--- src/rtl/cfg_unlock_pkg.sv ---
package cfg_unlock_pkg;
  localparam int unsigned BW = 8;

  localparam logic [BW-1:0] KEY_B0      = 8'h87;
  localparam logic [BW-1:0] KEY_B1      = 8'h01;
  localparam logic [BW-1:0] KEY_B2      = 8'h55;
  localparam logic [BW-1:0] KEY_LAST_LO = 8'h55;  // strap 0: base 0x2E
  localparam logic [BW-1:0] KEY_LAST_HI = 8'hAA;  // strap 1: base 0x4E

  localparam logic [BW-1:0] IX_LOCK   = 8'h02;
  localparam logic [BW-1:0] IX_LDN    = 8'h07;
  localparam logic [BW-1:0] IX_ID_HI  = 8'h20;
  localparam logic [BW-1:0] IX_ID_LO  = 8'h21;
  localparam logic [BW-1:0] IX_VER    = 8'h22;
  localparam logic [BW-1:0] IX_GCTL   = 8'h24;
  localparam logic [BW-1:0] IX_FB_HI  = 8'h64;
  localparam logic [BW-1:0] IX_FB_LO  = 8'h65;

  typedef enum logic [1:0] {KS_B0, KS_B1, KS_B2, KS_B3} key_stage_e;
endpackage

--- src/rtl/cfg_key_match.sv ---
module cfg_key_match
  import cfg_unlock_pkg::*;
(
  input  logic          clk_i,
  input  logic          rst_ni,
  input  logic          strap_alt_i,
  input  logic          wr_i,
  input  logic [BW-1:0] byte_i,
  input  logic          relock_i,
  output logic          unlocked_o
);
  key_stage_e    stage_q;
  logic          unlocked_q;
  logic [BW-1:0] exp_byte, last_key;

  assign last_key = strap_alt_i ? KEY_LAST_HI : KEY_LAST_LO;

  always_comb begin
    unique case (stage_q)
      KS_B0:   exp_byte = KEY_B0;
      KS_B1:   exp_byte = KEY_B1;
      KS_B2:   exp_byte = KEY_B2;
      default: exp_byte = last_key;
    endcase
  end

  always_ff @(posedge clk_i or negedge rst_ni) begin
    if (!rst_ni) begin
      stage_q    <= KS_B0;
      unlocked_q <= 1'b0;
    end else if (relock_i) begin
      stage_q    <= KS_B0;
      unlocked_q <= 1'b0;
    end else if (wr_i && !unlocked_q) begin
      if (byte_i == exp_byte) begin
        unique case (stage_q)
          KS_B0:   stage_q <= KS_B1;
          KS_B1:   stage_q <= KS_B2;
          KS_B2:   stage_q <= KS_B3;
          default: begin
            stage_q    <= KS_B0;
            unlocked_q <= 1'b1;
          end
        endcase
      end else begin
        // a stray 0x87 counts as a fresh first byte
        stage_q <= (byte_i == KEY_B0) ? KS_B1 : KS_B0;
      end
    end
  end

  assign unlocked_o = unlocked_q;

  // unlocking only follows a write of the strap-selected last byte
  assert_unlock_last_R2: assert property (@(posedge clk_i) disable iff (!rst_ni)
    $rose(unlocked_q) |-> ($past(wr_i) && ($past(byte_i) == $past(last_key))));

  // a mismatch that is not 0x87 leaves matching at the first byte
  assert_restart_R3: assert property (@(posedge clk_i) disable iff (!rst_ni)
    (wr_i && !unlocked_q && !relock_i && byte_i != exp_byte && byte_i != KEY_B0)
      |=> (stage_q == KS_B0 && !unlocked_q));

  // relock closes the space on the next cycle
  assert_relock_R5: assert property (@(posedge clk_i) disable iff (!rst_ni)
    relock_i |=> !unlocked_q);
endmodule

--- src/rtl/cfg_regfile.sv ---
module cfg_regfile
  import cfg_unlock_pkg::*;
#(
  parameter logic [15:0]   CHIP_ID        = 16'h8716,
  parameter logic [BW-1:0] CHIP_VER       = 8'h01,
  parameter logic [BW-1:0] FLASH_LDN      = 8'h07,
  parameter logic [15:0]   FLASH_BASE_RST = 16'h0820
) (
  input  logic          clk_i,
  input  logic          rst_ni,
  input  logic          idx_wr_i,
  input  logic          data_wr_i,
  input  logic [BW-1:0] wdata_i,
  output logic [BW-1:0] idx_o,
  output logic [BW-1:0] data_rd_o,
  output logic          relock_o,
  output logic [BW-1:0] ldn_o,
  output logic [15:0]   flash_base_o,
  output logic [BW-1:0] gctl_o
);
  localparam int unsigned HI_W  = 4;  // base stays below 0x1000
  localparam int unsigned ALN   = 3;  // base is a multiple of 8
  localparam int unsigned LO_W  = BW - ALN;
  localparam int unsigned GCTL_W = 6;

  logic [BW-1:0]     idx_q, ldn_q;
  logic [GCTL_W-1:0] gctl_q;
  logic [HI_W-1:0]   fb_hi_q;
  logic [LO_W-1:0]   fb_lo_q;
  logic              flash_sel;

  assign flash_sel = (ldn_q == FLASH_LDN);
  assign relock_o  = data_wr_i && (idx_q == IX_LOCK) && wdata_i[1];

  always_ff @(posedge clk_i or negedge rst_ni) begin
    if (!rst_ni) begin
      idx_q   <= '0;
      ldn_q   <= '0;
      gctl_q  <= '0;
      fb_hi_q <= FLASH_BASE_RST[BW+HI_W-1:BW];
      fb_lo_q <= FLASH_BASE_RST[BW-1:ALN];
    end else begin
      if (idx_wr_i) idx_q <= wdata_i;
      if (data_wr_i) begin
        unique case (idx_q)
          IX_LDN:   ldn_q  <= wdata_i;
          IX_GCTL:  gctl_q <= wdata_i[GCTL_W-1:0];
          IX_FB_HI: if (flash_sel) fb_hi_q <= wdata_i[HI_W-1:0];
          IX_FB_LO: if (flash_sel) fb_lo_q <= wdata_i[BW-1:ALN];
          default:  ;
        endcase
      end
    end
  end

  always_comb begin
    unique case (idx_q)
      IX_LOCK:  data_rd_o = '0;
      IX_LDN:   data_rd_o = ldn_q;
      IX_ID_HI: data_rd_o = CHIP_ID[15:8];
      IX_ID_LO: data_rd_o = CHIP_ID[7:0];
      IX_VER:   data_rd_o = CHIP_VER;
      IX_GCTL:  data_rd_o = {{(BW-GCTL_W){1'b0}}, gctl_q};
      IX_FB_HI: data_rd_o = flash_sel ? {{(BW-HI_W){1'b0}}, fb_hi_q} : '1;
      IX_FB_LO: data_rd_o = flash_sel ? {fb_lo_q, {ALN{1'b0}}} : '1;
      default:  data_rd_o = '1;
    endcase
  end

  assign idx_o        = idx_q;
  assign ldn_o        = ldn_q;
  assign gctl_o       = {{(BW-GCTL_W){1'b0}}, gctl_q};
  assign flash_base_o = {{(16-BW-HI_W){1'b0}}, fb_hi_q, fb_lo_q, {ALN{1'b0}}};

  // base bytes are untouched unless the flash device is selected
  assert_fb_gate_R8: assert property (@(posedge clk_i) disable iff (!rst_ni)
    (data_wr_i && !flash_sel) |=> $stable(flash_base_o));
endmodule

--- src/rtl/cfg_unlock_ctrl.sv ---
module cfg_unlock_ctrl
  import cfg_unlock_pkg::*;
#(
  parameter logic [15:0] CHIP_ID        = 16'h8716,
  parameter logic [7:0]  CHIP_VER       = 8'h01,
  parameter logic [7:0]  FLASH_LDN      = 8'h07,
  parameter logic [15:0] FLASH_BASE_RST = 16'h0820
) (
  input  logic        clk_i,
  input  logic        rst_ni,
  input  logic        strap_alt_i,
  input  logic        wr_i,
  input  logic        addr_i,
  input  logic [7:0]  wdata_i,
  output logic [7:0]  rdata_o,
  output logic        unlocked_o,
  output logic [7:0]  ldn_o,
  output logic [15:0] flash_base_o,
  output logic        suspend_o,
  output logic [2:0]  seg_en_o,
  output logic        host_wr_en_o,
  output logic        pin_sel_o
);
  logic          idx_wr, data_wr, relock, unlocked;
  logic [BW-1:0] idx, data_rd, gctl;

  assign idx_wr  = wr_i && !addr_i;
  assign data_wr = wr_i && addr_i;

  cfg_key_match u_key (
    .clk_i       (clk_i),
    .rst_ni      (rst_ni),
    .strap_alt_i (strap_alt_i),
    .wr_i        (idx_wr),
    .byte_i      (wdata_i),
    .relock_i    (relock),
    .unlocked_o  (unlocked)
  );

  cfg_regfile #(
    .CHIP_ID        (CHIP_ID),
    .CHIP_VER       (CHIP_VER),
    .FLASH_LDN      (FLASH_LDN),
    .FLASH_BASE_RST (FLASH_BASE_RST)
  ) u_regs (
    .clk_i        (clk_i),
    .rst_ni       (rst_ni),
    .idx_wr_i     (idx_wr && unlocked),
    .data_wr_i    (data_wr && unlocked),
    .wdata_i      (wdata_i),
    .idx_o        (idx),
    .data_rd_o    (data_rd),
    .relock_o     (relock),
    .ldn_o        (ldn_o),
    .flash_base_o (flash_base_o),
    .gctl_o       (gctl)
  );

  assign rdata_o      = !unlocked ? 8'hFF : (addr_i ? data_rd : idx);
  assign unlocked_o   = unlocked;
  assign suspend_o    = gctl[0];
  assign seg_en_o     = gctl[3:1];
  assign host_wr_en_o = gctl[4];
  assign pin_sel_o    = gctl[5];

  // locked writes leave every configuration output unchanged
  assert_locked_hold_R4: assert property (@(posedge clk_i) disable iff (!rst_ni)
    (!unlocked_o && wr_i) |=> ($stable(flash_base_o) && $stable(ldn_o) &&
                               $stable(seg_en_o) && $stable(suspend_o) &&
                               $stable(host_wr_en_o) && $stable(pin_sel_o)));
endmodule

--- config.mk ---
export PLATFORM = sky130hd
export DESIGN_NAME = cfg_unlock_ctrl
export DESIGN_NICKNAME = d
export VERILOG_FILES = /design/src/rtl/cfg_unlock_pkg.sv /design/src/rtl/cfg_key_match.sv /design/src/rtl/cfg_regfile.sv /design/src/rtl/cfg_unlock_ctrl.sv
export SDC_FILE = /design/constraint.sdc
export NUM_CORES = 1
export LEC_CHECK = 0
export ABC_AREA = 1
export ABC_CLOCK_PERIOD_IN_PS = 5000
export CAP_MARGIN = 40
export CORE_AREA = 3 3 82 84
export DETAILED_ROUTE_END_ITERATION = 10
export DIE_AREA = 0 0 85 87
export PLACE_DENSITY = 0.66
export SYNTH_ARGS = -nofsm -noshare
export SYNTH_HDL_FRONTEND = slang
export SYNTH_HIERARCHICAL = 1
export SYNTH_SLANG_ARGS = --single-unit
--- constraint.sdc ---
create_clock -name clk_i -period 5 [get_ports clk_i]
set_input_delay 1 -clock clk_i [delete_from_list [all_inputs] [get_ports clk_i]]
set_output_delay 1 -clock clk_i [all_outputs]
set_load 0.05 [all_outputs]
Word level (Yosys, flattened, before mapping):

Cells that the tools add are included.

* word-level logic and storage cells: 55
* input bits: 13
* flip-flop bits (word level): 34

* multiplexer cells: 16
* reductions and logical operators: 18
* eq/ne operators: 14

Operators with widths (number)
* $pmux 8 s8: 1
* $mux 8: 5
* $eq 8x6->1 const B: 4
* $pmux 8 s3: 1
* $eq 8x3->1 const B: 2
* $eq 8x7->1 const B: 2
* $reduce_and 3->1: 3
* $eq 8x2->1 const B: 1
* $eq 8x8->1: 1
* $eq 8x8->1 const B: 1
* $logic_and 1x1->1: 7
* $mux 2: 3
* $pmux 2 s3: 1
* $mux 1: 5
* $reduce_and 2->1: 2
* $reduce_bool 2->1: 2
* $reduce_or 3->1: 1
* $eq 2x1->1 const B: 1
* $eq 2x2->1 const B: 1
* $logic_not 1->1: 2
* $logic_not 2->1: 1
* $ne 2x1->1 const B: 1

Depth between registers and ports, before layout:

Gate-level depths: netlist of the first run.

* depth after elaboration: 6
* depth in mapped cells: 13
* depth with buffers taken out: 13

By module:

The synthesis of the first run kept the hierarchy.

By module, submodules not included
* cfg_regfile: area each 1905.6 sq um, times used 1, cells an instance 246, seq. area each 778.2 sq um
* cfg_key_match: area each 371.6 sq um, times used 1, cells an instance 66, seq. area each 75.1 sq um
* cfg_unlock_ctrl: area each 141.4 sq um, times used 1, cells an instance 32, seq. area each 0.0 sq um

Worst setup path after synthesis of the first run:

No wires, ideal clock.

* path kind: reg2out
* start point: register u_regs.ldn_q[3], in the netlist u_regs/ldn_o[3]
* end point: output port rdata_o[4]
* data required time: 4.000 ns
* buffers on the path: 0
* cell stages (with the launch flop): 11
* slack: 2.188 ns
* arrival: 1.812 ns
* cell sequence: dfrtp_1 inv_1 nand2_1 nor2_1 nand2_2 nand2_1 nand2_1 nor2_1 nand3_1 nand2_1 nand3_1

* cells in the longest elaborated chain, start to end: 5
* elaborated cells on any way between the ends: 6
* classes of those cells: 1 x eq/ne; 5 x mux

RTL lines
* start, declared: RTL line cfg_regfile.sv:26 `logic [BW-1:0] idx_q, ldn_q;`
* start signal, assigned: RTL line cfg_regfile.sv:46 `IX_LDN: ldn_q <= wdata_i;`
* $eq 8x3->1 *: RTL line cfg_regfile.sv:32 `assign flash_sel = (ldn_q == FLASH_LDN);`
* $mux 8 (on tied branches): RTL line cfg_regfile.sv:65, cfg_regfile.sv:64
* $pmux 8 s8 *: RTL line cfg_regfile.sv:57 `unique case (idx_q)`
* net data_rd[4]: RTL line cfg_unlock_ctrl.sv:25 `logic [BW-1:0] idx, data_rd, gctl;`
* $mux 8 * (2 in series): RTL line cfg_unlock_ctrl.sv:59 `assign rdata_o = !unlocked ? 8'hFF : (addr_i ? data_rd : idx);`
* end, declared: RTL line cfg_unlock_ctrl.sv:15 `output logic [7:0] rdata_o,`

Mark *: on every way through the listed nets, which the timed path passes. The rest lies on a longest branch.

Final worst setup path of the first run:

* start point: input port addr_i
* end point: output port rdata_o[5]

* cells in the longest elaborated chain, start to end: 2

RTL lines
* start, declared: RTL line cfg_unlock_ctrl.sv:13 `input logic addr_i,`
* $mux 8 (2 in series): RTL line cfg_unlock_ctrl.sv:59

Every way passes these cells.

==> results of run 1 <==
[worst max-delay path, cell delays in order]
cell,delay (ns)
sky130_fd_sc_hd__clkdlybuf4s50_1,0.61
sky130_fd_sc_hd__inv_2,0.24
sky130_fd_sc_hd__nand2_1,0.07
sky130_fd_sc_hd__nand3_1,0.07
sky130_fd_sc_hd__clkdlybuf4s50_1,0.80
[flip-flops by register name, summed over array words and instances, names as in the netlist]
register          cells
u_key/unlocked_o      1
u_regs/fb_lo_q        5
u_key/stage_q         2
u_regs/fb_hi_q        4
u_regs/idx_o          8
u_regs/gctl_q         6
u_regs/ldn_o          8
[how the worst max path moves through the flow]
stage | depth (start not counted) | startpoint | end
global placement | 5 | addr_i | rdata_o[7]
detailed placement | 5 | addr_i | rdata_o[6]
global route | 5 | addr_i | rdata_o[7]
floorplan | 10 | u_regs/ldn_o[3] | rdata_o[4]
finish | 5 | addr_i | rdata_o[5]
CTS | 5 | addr_i | rdata_o[5]
[power breakdown]
group / internal (uW) / leakage, uW / total (uW) / switching [uW]
Combinational: 94.7 / 0.000969 / 306 / 211
Clock: 111 / 0.0000472 / 215 / 104
Sequential: 302 / 0.000422 / 333 / 31.4
[through the flow]
stage / setup slack [ns] / area (sq um) / power, uW
final: 1.20 / 2960 / 854
after global routing: 1.09 / 2960 / 902
after CTS: 1.18 / 2960 / 862
after detailed placement: 1.20 / 2870 / 646
after global placement: 1.22 / 2870 / 644
after floorplan: 2.19 / 2430 / 559
[layout make-up]
cell class	instances	area [sq um]	share of cell area, %
inverters	41	154	5.20
repair buffers	45	448	15.1
well taps	75	93.8	3.17
clock inverters	2	12.5	0.423
clock buffers	6	82.6	2.79
multi-input cells	261	1320	44.5
flip-flops and latches	34	853	28.8
[layer usage]
layer	routed length, microns	share of wire (%)	global-route usage, %
met5	0	0	0
met4	90	1.5	4.60
met3	263	4.2	2.93
met2	2900	47	28.9
met1	2950	48	25.3
==> insert_results.sql, run 1 <==
INSERT INTO impl_metrics (metric_group, metric, value, unit) VALUES
('worst_setup_path', 'cp_data_required_time', '4.00', 'ns'),
('detailed_routing', 'dr_total_vias', '2294', ''),
('clock_network', 'cts_made_buffers', '5', ''),
('grt', 'grt_max_degree', '35', ''),
('finish', 'layout_cells_sized_above_1', '13.4', '%'),
('timing', 'clock_skew', '0.00608', 'ns'),
('die', 'die_w', '85', 'microns'),
('worst_setup_path', 'setup.worst_path.class', 'in2out', ''),
('run', 'max_cap_viol_count', '0', ''),
('grt', 'grt_overflow_total', '0', ''),
('yosys', 'synth.yosys.warnings', '6', ''),
('clock_network', 'root_buffer', 'sky130_fd_sc_hd__clkbuf_8', ''),
('die', 'number_of_placement_rows', '28', ''),
('hold_path', 'worst_hold_path.num_cells', '2', ''),
('timing', 'hold-worst-slack', '0.499', 'ns'),
('timing', 'timing_max_transition_violations_final', '0', ''),
('detailed_routing', 'drt.antenna.violating_nets', '0', ''),
('grt', 'vias_in_the_first_global_route', '2110', ''),
('clock_network', 'buffers_from_clock_root_to_sink_at_most', '2', ''),
('clock_network', 'cts_resized', '0', ''),
('detailed_routing', 'drt_first_iter_violations', '214', ''),
('finish', 'final.fill_count', '595', ''),
('detailed_routing', 'drcViolationCount', '0', ''),
('detailed_routing', 'route.detailed.wl_per_inst', '13.4', 'microns'),
('die', 'ios', '52', ''),
('hold_path', 'hold_end', 'u_regs/fb_hi_q[3]', ''),
('detailed_routing', 'detail_route.vias_per_cell', '4.94', ''),
('timing', 'rsz0062_at_grt', 'no', ''),
('placed_design', 'numPortBuffers', '44', ''),
('timing', 'worstMarginPinSlew', '0.778', 'ns'),
('timing', 'timing.final.crit_share', '76.0', '%'),
('detailed_routing', 'first_pass_iters', '5', ''),
('grt', 'global_route.usage.total', '18.0', '%'),
('timing', 'final.setup.tns', '0', 'ns'),
('finish', 'antenna_cell_count', '0', ''),
('finish', 'layout.cells.most_common', 'sky130_fd_sc_hd__nand2_1', ''),
('power_and_ir_drop', 'leakagePower', '0.00144', 'uW'),
('worst_setup_path', 'worst_setup_path_end_kind', 'primary output', ''),
('worst_setup_path', 'crit-reg2reg-capture', 'u_key/unlocked_o', ''),
('power_and_ir_drop', 'vdd_drop_max', '0.153', 'mV'),
('worst_setup_path', 'critical_path.max_fanout', '11', ''),
('timing', 'maxSlewHeadroom', '47.9', '%'),
('hold_path', 'hold_wc_path_type', 'reg2reg', ''),
('timing', 'final_number_of_hold_violating_endpoints', '0', ''),
('clock_network', 'cts.sink_count', '34', ''),
('yosys', 'synth_cells', '342', ''),
('worst_setup_path', 'reg2regPathDepth', '7', ''),
('clock_network', 'cts_tree', 'yes', ''),
('clock_network', 'clk_latency', '0.29', 'ns'),
('finish', 'post-route-util', '49.4', '%'),
('placed_design', 'dp.cells', '456', ''),
('yosys', 'average_size_of_a_mapped_cell', '7.03', 'sq um'),
('placed_design', 'gp_congestion', '0.907', ''),
('die', 'die_area', '7400', 'sq um'),
('placed_design', 'place.detailed.hpwl', '4.94', 'mm'),
('die', 'die_y', '87', 'microns'),
('hold_path', 'holdCritStartpoint', 'u_regs/fb_hi_q[3]', ''),
('timing', 'fin_crit', '3.80', 'ns'),
('finish', 'num-nets-final', '405', ''),
('finish', 'most-common-layout-cells', 'sky130_fd_sc_hd__nand2_1 (112), sky130_fd_sc_hd__clkdlybuf4s50_1 (44), sky130_fd_sc_hd__nand3_1 (34)', ''),
('clock_network', 'cts.htree.levels', '2', ''),
('finish', 'final_cells', '464', ''),
('worst_setup_path', 'critical_path.reg2reg.startpoint', 'u_key/unlocked_o', ''),
('worst_setup_path', 'regToRegSetupSlack', '2.77', 'ns'),
('worst_setup_path', 'worst_setup_path_start_kind', 'primary input', ''),
('grt', 'grt_first_pass_wirelength', '10.5', 'mm'),
('clock_network', 'cts.hold.buffers_added', '0', ''),
('detailed_routing', 'totalWireLength', '6.20', 'mm'),
('die', 'coreArea', '5990', 'sq um'),
('power_and_ir_drop', 'pwr_density_cell', '288', 'nW/um^2'),
('run_status', 'status', 'completed', ''),
('worst_setup_path', 'cp_data_arrival_time', '2.80', 'ns'),
('yosys', 'netlist_area', '2400', 'sq um'),
('timing', 'max_clock_freq', '263', 'MHz'),
('grt', 'number_of_antenna_violations_at_the_first_check_in_global_routing', '0', ''),
('clock_network', 'cts.clk_slew.worst_paths', '0.07', 'ns'),
('die', 'initial_cell_density_of_the_core', '40.1', '%'),
('timing', 'finalSetupViolCount', '0', ''),
('finish', 'areaGrowthSynthToFinish', '23.2', '%'),
('clock_network', 'cts.repair_timing.setup_buffer_count', '0', '');
Power figures use the tool's default switching activity.
==> run 2, diff against run 1 <==
--- a/config.mk
+++ b/config.mk
@@ -6,12 +6,12 @@
 export NUM_CORES = 1
 export LEC_CHECK = 0
 export ABC_AREA = 1
-export ABC_CLOCK_PERIOD_IN_PS = 5000
+export ABC_CLOCK_PERIOD_IN_PS = 3400
 export CAP_MARGIN = 40
 export CORE_AREA = 3 3 82 84
 export DETAILED_ROUTE_END_ITERATION = 10
 export DIE_AREA = 0 0 85 87
-export PLACE_DENSITY = 0.66
+export PLACE_DENSITY = 0.69
 export SYNTH_ARGS = -nofsm -noshare
 export SYNTH_HDL_FRONTEND = slang
 export SYNTH_HIERARCHICAL = 1
==> constraint.sdc (replaced) <==
create_clock -name clk_i -period 3.4 [get_ports clk_i]
set_input_delay 0.68 -clock clk_i [delete_from_list [all_inputs] [get_ports clk_i]]
set_output_delay 0.68 -clock clk_i [all_outputs]
set_load 0.05 [all_outputs]
==> run 2 against run 1 <==
Effect of this change: clock skew down 0.0014 ns; routed wire length up 0.56%; largest power group unchanged; critical endpoint is now rdata_o[2]; sequential power up 47%.
==> insert_results.sql, run 2 (synthesis results as in run 1) <==
INSERT INTO impl_metrics (metric_group, metric, value, unit) VALUES
('die', 'die_area', '7400', 'sq um'),
('timing', 'final.setup.tns', '0', 'ns'),
('timing', 'finalSetupViolCount', '0', ''),
('worst_setup_path', 'critical_path.reg2reg.startpoint', 'u_key/unlocked_o', ''),
('grt', 'number_of_antenna_violations_at_the_first_check_in_global_routing', '0', ''),
('hold_path', 'holdCritStartpoint', 'u_regs/fb_lo_q[2]', ''),
('detailed_routing', 'drcViolationCount', '0', ''),
('clock_network', 'cts.sink_count', '34', ''),
('hold_path', 'hold_end', 'u_regs/fb_lo_q[2]', ''),
('timing', 'timing.final.crit_share', '82.3', '%'),
('clock_network', 'cts.clk_slew.worst_paths', '0.07', 'ns'),
('placed_design', 'place.detailed.hpwl', '4.89', 'mm'),
('placed_design', 'worst_slack_after_detailed_placement', '0.724', 'ns'),
('placed_design', 'gp_congestion', '0.966', ''),
('clock_network', 'root_buffer', 'sky130_fd_sc_hd__clkbuf_8', ''),
('worst_setup_path', 'crit-reg2reg-capture', 'u_key/unlocked_o', ''),
('die', 'die_y', '87', 'microns'),
('detailed_routing', 'drt.antenna.violating_nets', '0', ''),
('detailed_routing', 'drt_first_iter_violations', '218', ''),
('detailed_routing', 'first_pass_iters', '5', ''),
('worst_setup_path', 'setup.worst_path.class', 'reg2out', ''),
('clock_network', 'clk_latency', '0.28', 'ns'),
('hold_path', 'hold_wc_path_type', 'reg2reg', ''),
('detailed_routing', 'totalWireLength', '6.24', 'mm'),
('worst_setup_path', 'worstPathCellList', 'inv_1, nand2_1, nor2_1, nand2_2, nand2_2, nand2_1, nor2_1, nand3_1, nand2_1, nand3_1, buf_4', ''),
('clock_network', 'cts_made_buffers', '5', ''),
('power_and_ir_drop', 'vdd_drop_max', '0.270', 'mV'),
('finish', 'most-common-layout-cells', 'sky130_fd_sc_hd__nand2_1 (112), sky130_fd_sc_hd__clkdlybuf4s50_1 (36), sky130_fd_sc_hd__nand3_1 (34)', ''),
('grt', 'grt_first_pass_wirelength', '10.4', 'mm'),
('timing', 'final_number_of_hold_violating_endpoints', '0', ''),
('hold_path', 'worst_hold_path.num_cells', '2', ''),
('finish', 'num-nets-final', '406', ''),
('finish', 'antenna_cell_count', '0', ''),
('grt', 'grt_overflow_total', '0', ''),
('grt', 'grt_max_degree', '35', ''),
('worst_setup_path', 'cpMostUsedCell', 'sky130_fd_sc_hd__nand2_1', ''),
('detailed_routing', 'dr_total_vias', '2311', ''),
('run_status', 'status', 'completed', ''),
('timing', 'timing_max_transition_violations_final', '0', ''),
('detailed_routing', 'route.detailed.wl_per_inst', '13.4', 'microns'),
('timing', 'clock_skew', '0.00470', 'ns'),
('worst_setup_path', 'worst_setup_path_start_kind', 'flip-flop', ''),
('placed_design', 'numPortBuffers', '44', ''),
('run', 'max_cap_viol_count', '0', ''),
('clock_network', 'cts.hold.buffers_added', '0', ''),
('die', 'initial_cell_density_of_the_core', '40.1', '%'),
('timing', 'maxSlewHeadroom', '42.2', '%'),
('timing', 'rsz0062_at_grt', 'no', ''),
('die', 'die_w', '85', 'microns'),
('timing', 'worstMarginPinSlew', '0.863', 'ns'),
('timing', 'layout_setup_ws', '0.601', 'ns'),
('worst_setup_path', 'cp_data_required_time', '2.72', 'ns'),
('clock_network', 'cts.repair_timing.setup_buffer_count', '0', ''),
('die', 'coreArea', '5990', 'sq um'),
('finish', 'layout.cells.most_common', 'sky130_fd_sc_hd__nand2_1', ''),
('clock_network', 'cts_tree', 'yes', ''),
('timing', 'fin_crit', '2.80', 'ns'),
('die', 'number_of_placement_rows', '28', ''),
('worst_setup_path', 'cell_with_the_largest_stage_delay_on_the_worst_path', 'sky130_fd_sc_hd__dfrtp_1', ''),
('clock_network', 'cts.htree.levels', '2', ''),
('clock_network', 'cts_resized', '0', ''),
('detailed_routing', 'detail_route.vias_per_cell', '4.97', ''),
('grt', 'global_route.usage.total', '17.9', '%'),
('worst_setup_path', 'worst_setup_path_end_kind', 'primary output', ''),
('power_and_ir_drop', 'pwr_density_cell', '424', 'nW/um^2'),
('power_and_ir_drop', 'leakagePower', '0.00145', 'uW'),
('worst_setup_path', 'cp_data_arrival_time', '2.12', 'ns'),
('grt', 'vias_in_the_first_global_route', '2130', ''),
('finish', 'layout_cells_sized_above_1', '15.4', '%'),
('worst_setup_path', 'reg2regPathDepth', '7', ''),
('timing', 'max_clock_freq', '357', 'MHz'),
('clock_network', 'buffers_from_clock_root_to_sink_at_most', '2', ''),
('worst_setup_path', 'critPathMaxStageDelay', '0.39', 'ns'),
('worst_setup_path', 'regToRegSetupSlack', '1.36', 'ns'),
('finish', 'areaGrowthSynthToFinish', '22.5', '%'),
('worst_setup_path', 'critical_path.max_fanout', '9', ''),
('die', 'ios', '52', '');
==> run 2: cell count changes in the layout (fill, tap and decap cells not counted) <==
cell                              before  now
sky130_fd_sc_hd__clkbuf_1              0    1
sky130_fd_sc_hd__clkinvlp_4            1    0
sky130_fd_sc_hd__buf_4                 1   10
sky130_fd_sc_hd__clkdlybuf4s50_1      44   36
==> run 2: area by class of cell <==
class	count	area, sq um
well taps	75	93.8
clock inverters	1	5.00
clock buffers	7	86.3
multi-input cells	261	1320
fillers	613	3050
flip-flops and latches	34	853
repair buffers	46	435
inverters	41	154
==> run 2: critical path: cells and delay by family (launching register included) <==
family	cells	cell delay [ns]
buffers and inverters	2	0.34
flip-flops	1	0.39
AND/OR/NAND/NOR	9	1.11
==> run 2: per-stage QoR <==
stage	total power [uW]	cell area (sq um)	cells	util, %	hold WS [ns]
after floorplan	822	2430	348	-	0.384
after global placement	942	2850	457	47.6	0.476
final	1250	2940	465	49.1	0.483
after detailed placement	946	2850	457	47.6	0.477
after CTS	1260	2940	465	49.1	0.488
after global routing	1310	2940	465	49.1	0.516
==> run 2: how the worst max path moves through the flow <==
stage	start	endpoint	slack, ns	cells after the start
2_1_floorplan	u_regs/ldn_o[3]	rdata_o[4]	0.91	10
3_3_place_gp	addr_i	u_key/unlocked_o	0.78	8
3_5_place_dp	addr_i	u_key/unlocked_o	0.72	8
4_1_cts	u_regs/ldn_o[6]	rdata_o[2]	0.63	11
5_1_grt	u_regs/ldn_o[7]	rdata_o[2]	0.41	11
6_report	u_regs/ldn_o[6]	rdata_o[2]	0.60	11
==> run 2: per-layer routing <==
| metal | GRT usage, % | vias up | share of wire [%] |
|---|---|---|---|
| met1 | 25.5 | 1062 | 47 |
| met4 | 5.47 | 0 | 1.5 |
| met5 | 0 | - | 0 |
| met2 | 27.7 | 82 | 45 |
| met3 | 3.31 | 10 | 6.6 |
| li1 | - | 1157 | - |
==> run 2: report_power, final <==
group          internal, uW  leakage (uW)  total [uW]  switching, uW
sequential              444      0.000422         491           47.2
clock                   163     0.0000482         310            146
combinational           135      0.000980         446            311
